<file path="src/rtl/rxq_ctl.sv">
module rxq_ctl #(
  parameter int AW    = 3,
  parameter int LEN_W = 11,
  parameter int DW    = 16
) (
  input  logic             clk,
  input  logic             rst_n,
  input  logic             bus_cs,
  input  logic             bus_cmd,
  input  logic             bus_rd,
  input  logic             bus_wr,
  input  logic [2:0]       bus_sel,
  input  logic [DW-1:0]    bus_wdata,
  output logic [DW-1:0]    bus_rdata,
  input  logic             frm_arrive,
  input  logic [LEN_W-1:0] frm_len,
  input  logic             frm_done,
  output logic             rx_irq,
  output logic             deq_stb,
  output logic             reg_en,
  output logic             buf_rd,
  output logic             buf_wr
);
  localparam int DEPTH = 1 << AW;
  localparam int FCW   = AW + 1;
  localparam int BCW   = LEN_W + AW + 1;
  localparam int IRQ_B = 13;

  logic [4:0]       ctrl_q;
  logic [BCW-1:0]   bthr_q, bcnt_q;
  logic [FCW-1:0]   fthr_q, fcnt_q;
  logic [AW-1:0]    wp_q, rp_q;
  logic [LEN_W-1:0] lenq [DEPTH];
  logic             irq_q, deq_q;

  wire dma      = ctrl_q[3];
  wire reg_cyc  = bus_cs & bus_cmd;
  wire data_cyc = bus_cs & ~bus_cmd;
  wire wr_ctrl  = reg_cyc & bus_wr & (bus_sel == 3'd0);
  wire wr_open  = reg_cyc & bus_wr & ~dma;
  wire rd_open  = reg_cyc & bus_rd & ~dma;
  wire clr_irq  = wr_open & (bus_sel == 3'd3) & bus_wdata[IRQ_B];

  wire held     = (fcnt_q != '0);
  wire push     = frm_arrive & (fcnt_q != FCW'(DEPTH));
  wire auto_pop = frm_done & ctrl_q[2] & held;
  wire rel_go   = ctrl_q[4] & ~auto_pop;
  wire pop      = auto_pop | (rel_go & held);
  wire hit      = (ctrl_q[0] & (bcnt_q > bthr_q)) | (ctrl_q[1] & (fcnt_q > fthr_q));

  wire [BCW-1:0] add_b = push ? BCW'(frm_len) : '0;
  wire [BCW-1:0] sub_b = pop  ? BCW'(lenq[rp_q]) : '0;

  assign reg_en  = ~dma;
  assign buf_rd  = data_cyc & bus_rd & dma;
  assign buf_wr  = data_cyc & bus_wr & dma;
  assign rx_irq  = irq_q;
  assign deq_stb = deq_q;

  always_ff @(posedge clk) begin
    if (!rst_n) begin
      ctrl_q <= '0;
      bthr_q <= '0;
      fthr_q <= '0;
    end else begin
      if (wr_ctrl) ctrl_q[3:0] <= bus_wdata[3:0];
      ctrl_q[4] <= (ctrl_q[4] & ~rel_go) | (wr_ctrl & bus_wdata[4]);
      if (wr_open && bus_sel == 3'd1) bthr_q <= bus_wdata[BCW-1:0];
      if (wr_open && bus_sel == 3'd2) fthr_q <= bus_wdata[FCW-1:0];
    end
  end

  always_ff @(posedge clk) begin
    if (push) lenq[wp_q] <= frm_len;
  end

  always_ff @(posedge clk) begin
    if (!rst_n) begin
      wp_q   <= '0;
      rp_q   <= '0;
      fcnt_q <= '0;
      bcnt_q <= '0;
      deq_q  <= 1'b0;
    end else begin
      if (push) wp_q <= wp_q + 1'b1;
      if (pop)  rp_q <= rp_q + 1'b1;
      fcnt_q <= fcnt_q + FCW'(push) - FCW'(pop);
      bcnt_q <= bcnt_q + add_b - sub_b;
      deq_q  <= pop;
    end
  end

  always_ff @(posedge clk) begin
    if (!rst_n)       irq_q <= 1'b0;
    else if (hit)     irq_q <= 1'b1;
    else if (clr_irq) irq_q <= 1'b0;
  end

  always_comb begin
    bus_rdata = '0;
    if (reg_cyc && bus_rd && bus_sel == 3'd0) bus_rdata = DW'(ctrl_q);
    else if (rd_open) begin
      case (bus_sel)
        3'd1:    bus_rdata = DW'(bthr_q);
        3'd2:    bus_rdata = DW'(fthr_q);
        3'd3:    bus_rdata[IRQ_B] = irq_q;
        3'd4:    bus_rdata = DW'(bcnt_q);
        3'd5:    bus_rdata = DW'(fcnt_q);
        default: bus_rdata = '0;
      endcase
    end
  end

  assert_frame_cap_R11: assert property (@(posedge clk) disable iff (!rst_n)
    fcnt_q <= FCW'(DEPTH));

  assert_deq_had_frame_R4: assert property (@(posedge clk) disable iff (!rst_n)
    deq_q |-> $past(fcnt_q) != '0);

  assert_count_step_R4: assert property (@(posedge clk) disable iff (!rst_n)
    (fcnt_q == $past(fcnt_q)) || (fcnt_q == $past(fcnt_q) + 1'b1) || (fcnt_q == $past(fcnt_q) - 1'b1));

  assert_irq_sticky_R3: assert property (@(posedge clk) disable iff (!rst_n)
    (irq_q && !clr_irq) |=> irq_q);

  assert_lock_thr_R7: assert property (@(posedge clk) disable iff (!rst_n)
    (dma && reg_cyc && bus_wr && bus_sel != 3'd0) |=> ($stable(bthr_q) && $stable(fthr_q)));

  assert_rel_done_R9: assert property (@(posedge clk) disable iff (!rst_n)
    (ctrl_q[4] && !auto_pop && !wr_ctrl) |=> !ctrl_q[4]);

  assert_empty_rel_R10: assert property (@(posedge clk) disable iff (!rst_n)
    (ctrl_q[4] && !held && !frm_arrive) |=> (!deq_q && bcnt_q == $past(bcnt_q)));
endmodule

</file>
<file path="config.mk">
export PLATFORM = sky130hd
export DESIGN_NAME = rxq_ctl
export DESIGN_NICKNAME = d
export VERILOG_FILES = /design/src/rtl/rxq_ctl.sv
export SDC_FILE = /design/constraint.sdc
export NUM_CORES = 1
export LEC_CHECK = 0
export BUFFER_PORTS_ARGS = -buffer_cell sky130_fd_sc_hd__buf_4
export CORE_MARGIN = 10
export CORE_UTILIZATION = 40
export CTS_CLUSTER_DIAMETER = 60
export CTS_CLUSTER_SIZE = 10
export DETAILED_ROUTE_END_ITERATION = 16
export GPL_ROUTABILITY_DRIVEN = 0
export HOLD_SLACK_MARGIN = 0.12
export PLACE_DENSITY = 0.61
export RECOVER_POWER = 50
export SYNTH_ARGS = -nofsm -noshare
export SYNTH_HDL_FRONTEND = slang
export SYNTH_SLANG_ARGS = --single-unit
</file>
<file path="constraint.sdc">
create_clock -name clk -period 3.6 [get_ports clk]
set_input_delay 0.18 -clock clk [delete_from_list [all_inputs] [get_ports clk]]
set_output_delay 0.18 -clock clk [all_outputs]
set_load 0.05 [all_outputs]
</file>
# --- Word level (Yosys, flattened, before mapping) ---
# Memories as Yosys holds them, arrays and structs flattened. A register that Yosys moved wholly into a read port is not among the register bits.
# Index checks and enable logic that the tools add are counted.
word_totals:
  in_bits: 38
  ramBits: 88
  output_inout_bits: 21
  register_bits: 51
  mem_count: 1
  wordCells: 74
memory_table:
  columns: ["memory", "words", "word_bits", "rd", "rd_ports_with_merged_regs", "write_ports", "line_no", "text"]
  rows:
  - ["lenq", 8, 11, 1, 1, 1, "33", "logic [LEN_W-1:0] lenq [DEPTH];"]
op_classes:
  bitwise: 29
  n_lt_le_gt_ge: 2
  mux: 13
  addsub: 6
  reduce_logical: 7
  n_eq_ne: 6
op_table:
  columns: ["op", "count"]
  rows:
  - ["13-bit one-hot mux with 4 select lines", 1]
  - ["15-bit 2-to-1 mux", 2]
  - ["1-bit bitwise AND", 22]
  - ["11-bit 2-to-1 mux", 2]
  - ["15-bit by 11-bit adder with 15-bit output", 1]
  - ["15-bit > comparator", 1]
  - ["15-bit by 11-bit subtractor with 15-bit output", 1]
  - ["3-bit by 1-bit adder with 3-bit output (second input constant)", 2]
  - ["3-bit by 2-bit equality test with 1-bit output (second input constant)", 2]
  - ["3-bit equality test (second input constant)", 2]
  - ["3-bit 2-to-1 mux", 2]
  - ["4-bit by 1-bit adder with 4-bit output", 1]
  - ["4-bit > comparator", 1]
  - ["1-bit logical AND", 4]
  - ["1-bit 2-to-1 mux", 4]
  - ["4-bit != test (second input constant)", 1]
  - ["1-bit NOT", 4]
  - ["4-bit nonzero test", 1]
  - ["4-bit by 1-bit subtractor with 4-bit output", 1]
  - ["3-bit by 1-bit equality test with 1-bit output (second input constant)", 1]
  - ["3-bit zero test", 1]
  - ["1-bit bitwise OR", 3]
  - ["1-bit one-hot mux with 3 select lines", 1]
  - ["1-bit one-hot mux with 2 select lines", 1]
  - ["2-bit nonzero test", 1]

# --- Depth between registers and ports, before layout ---
logic_depth:
  ltp_word: 8
  ltp_mapped: 15
  depth_no_buf: 14

# --- Worst setup path before layout ---
# Ideal clock, no wire load.
synth_timing:
  path_type: "register -> register"
  start: "register (tool-made name)"
  end: "register bcnt_q[12]"
  t_required_ns: 3.470
  path_stages_with_launch: 12
  arrival_ns: 3.285
  setup_ns: 0.130
  setup_slack_ns: 0.186
  n_path_buf: 1
  period_less_slack_ns: 3.414
  path_cell_list: "dfxtp_1 > buf_2 > mux4_2 > mux2i_1 > nor2_1 > fa_1 > fa_1 > nand2b_1 > a2111oi_2 > o311a_1 > o21ai_0 > nor3b_1"
synth_rtl:
  columns: ["element", "line_no", "text"]
  rows:
  - ["end signal: assignment", "88", "bcnt_q <= bcnt_q + add_b - sub_b;"]
  - ["end: declaration", "30", "logic [BCW-1:0] bthr_q, bcnt_q;"]

==> flow_summary.json <==
{
  "finClkSkew_ns": 0.00760,
  "die_area_um2": 23800,
  "synth-edff-count": 88,
  "antenna_found_initial": 0,
  "area_growth_syn_to_layout_pct": 24.9,
  "die_x_um": 154,
  "hold_viol_final": 0,
  "reg2reg_depth": 14,
  "final_area_um2": 9030,
  "crit_family": "adder cells",
  "layout-drive-gt1-share_pct": 21.4,
  "report.final.slew_viol_count": 0,
  "cp-end-kind": "flip-flop",
  "diodes": 0,
  "final_common_cell": "edfxtp_1",
  "path_cells": "buf_12 > buf_12 > mux4_2 > mux2i_2 > nor2_1 > fa_1 > inv_1 > ha_1 > o21ai_2 > buf_4 > a2111oi_4 > o311a_1 > o21ai_0 > nor3b_2",
  "dr.pass1.iters": 4,
  "avgRoutedWirePerCell_um": 17.8,
  "core_region_area_um2": 17800,
  "routed_wl_um": 17200,
  "max_freq_ghz": 0.285,
  "status": "completed",
  "ant_nets": 0,
  "path_max_fanout": 11,
  "total_power_mw": 5.85,
  "final_cell_mix": "edfxtp_1, nor2_1, buf_4",
  "cts_tree": "built",
  "drt_iter0_markers": 335,
  "hpwl_um": 12000,
  "vias": 5027,
  "syn_inst": 616,
  "track_usage_pct": 14.6,
  "htree_levels": 4,
  "netlist_area_um2": 7220,
  "synth_seq_cells": 142,
  "start_util_pct": 40.5,
  "critPathKind": "flip-flop to flip-flop",
  "portBuffers": 56,
  "worst_slack_ns": 0.0882,
  "ys.flop_type": "edfxtp_1",
  "min_path_type": "input pin to flip-flop",
  "synthesis.nets": 708,
  "ios": 59,
  "overflow": 0,
  "grt_pass1_wl_um": 27900,
  "synthArstFlopShare_pct": 0,
  "slew_headroom_pct": 48.5,
  "setup_viol": 0,
  "p_per_area_nw_per_um2": 648,
  "cp-start-kind": "flip-flop",
  "clk_pin_slew_ns": 0.07,
  "worstMarginPinSlew_ns": 0.772,
  "yosys_warnings": 0,
  "grt_pass1_vias": 5364,
  "cts.sinks": 142,
  "via_per_inst": 5.20,
  "synth_cell_types": 60,
  "period_share_pct": 97.5,
  "peakVddDrop_mv": 0.444,
  "dpl_cell_area_um2": 8050,
  "die_y_um": 154,
  "max_cap_violations": 0,
  "ys_seq_area_share_pct": 51.5,
  "post-place-cells": 901,
  "hold_depth": 5,
  "crit_arrival_ns": 3.80,
  "fin_cells": 966,
  "place_ws_ns": 0.0506,
  "path_buf_inv": 4,
  "clock_latency_ns": 0.43,
  "grt_max_degree": 26,
  "final_nets": 816,
  "avgSynthCellArea_um2": 11.7,
  "static-leakage-power_nw": 3.39,
  "cts_root_buf": "clkbuf_16",
  "crit_top_cell": "buf_12",
  "fin_crit_ns": 3.51,
  "critPathSlowestCell": "mux4_2",
  "crit_required_ns": 3.89,
  "drc": 0,
  "cpPeakStageDelay_ns": 0.50,
  "worst-path-stages": 14,
  "cts_inserted_buffers": 17,
  "cts_buffer_depth": 2,
  "rows": 49
}
[stage by stage]
step	hold slack [ns]	utilization [%]	setup TNS, ns
after global routing	0.196	50.6	-0.0784
after floorplan	0.279	-	0
after global placement	0.414	45.1	0
after CTS	0.180	50.0	0
final	0.194	50.6	0
after detailed placement	0.416	45.1	0
[flip-flops by register name (all words and copies together) (netlist names), named ones only]
signal   count
deq_stb      1
bthr_q      15
rp_q         3
fthr_q       4
lenq        88
fcnt_q       4
ctrl_q       5
bcnt_q      15
rx_irq       1
wp_q         3
[Yosys cell counts (5+ instances only)]
cell type  count  area [um^2]
mux2_2         5         56.3
o21ai_0       15         75.1
nor3b_1        6         45.0
mux4_2        22          495
nor2b_1        7         43.8
nor3_1        13         65.1
xor2_1         7         61.3
edfxtp_1      88         2640
inv_1         58          218
nand4_1        6         37.5
clkbuf_1      12         45.0
a22oi_1       14          105
buf_2          6         30.0
ha_1          42          526
dfxtp_1       54         1080
mux2i_1       31          310
a211oi_1       6         45.0
and2_1         6         37.5
nand3_1       13         65.1
nor2_1        66          248
fa_1          12          240
a21oi_1       31          155
nand2_1       41          154
[routing by layer]
| metal | global-route usage, % | part of all wire (%) | up-vias |
|---|---|---|---|
| met2 | 24.9 | 49 | 113 |
| li1 | - | - | 2441 |
| met1 | 17.7 | 45 | 2456 |
| met5 | 0 | 0 | - |
| met4 | 4.32 | 1.4 | 0 |
| met3 | 3.94 | 4.9 | 17 |
[worst paths after layout]
path              slack [ns]       from          to
setup / recovery        0.09  flip-flop  bcnt_q[12]
hold / removal          0.19   frm_done   ctrl_q[4]
setup reg to reg        0.09  flip-flop  bcnt_q[12]
hold reg to reg         0.48  fthr_q[3]   fthr_q[3]
[repair_timing]
| item | CTS | global route |
|---|---|---|
| setup buffers | 0 | 6 |
| hold buffers | 27 | 0 |
| setup endpoints to repair | 0 | 10 |
| hold endpoints to repair | 117 | 0 |
| gates resized for setup | 0 | 24 |
[cell type report]
class | instances | area (um^2)
sequential | 142 | 3720
clock buffer | 17 | 425
timing repair buffer | 112 | 915
fill | 1529 | 8810
multi-input combinational | 391 | 3280
inverter | 60 | 228
tap | 229 | 287
clock inverter | 15 | 169
[tightest hold or removal path, stage by stage]
cell     delay [ns]
buf_4          0.11
nand3_1        0.07
a21oi_1        0.06
a21oi_1        0.11
nor2_1         0.05
[where the power goes]
group          internal [mW]  switching, mW  leakage [nW]
clock                  0.988          0.776         0.283
sequential              1.88          0.139          1.24
combinational          0.936           1.14          1.86
[kinds of logic (layout without fill, tap and decap cells)]
| group | after synthesis | in the layout | synth area share, % |
|---|---|---|---|
| simple gates | 172 | 172 | 11.1 |
| flops | 142 | 142 | 51.5 |
| compound gates | 95 | 95 | 8.50 |
| buf+inv | 83 | 204 | 4.94 |
| mux | 58 | 58 | 11.9 |
| fa+ha+maj | 54 | 54 | 10.6 |
| xor+xnor | 11 | 11 | 1.33 |
| other cells | 1 | 1 | 0.0519 |
No activity file was read; power rests on OpenSTA's default activity.
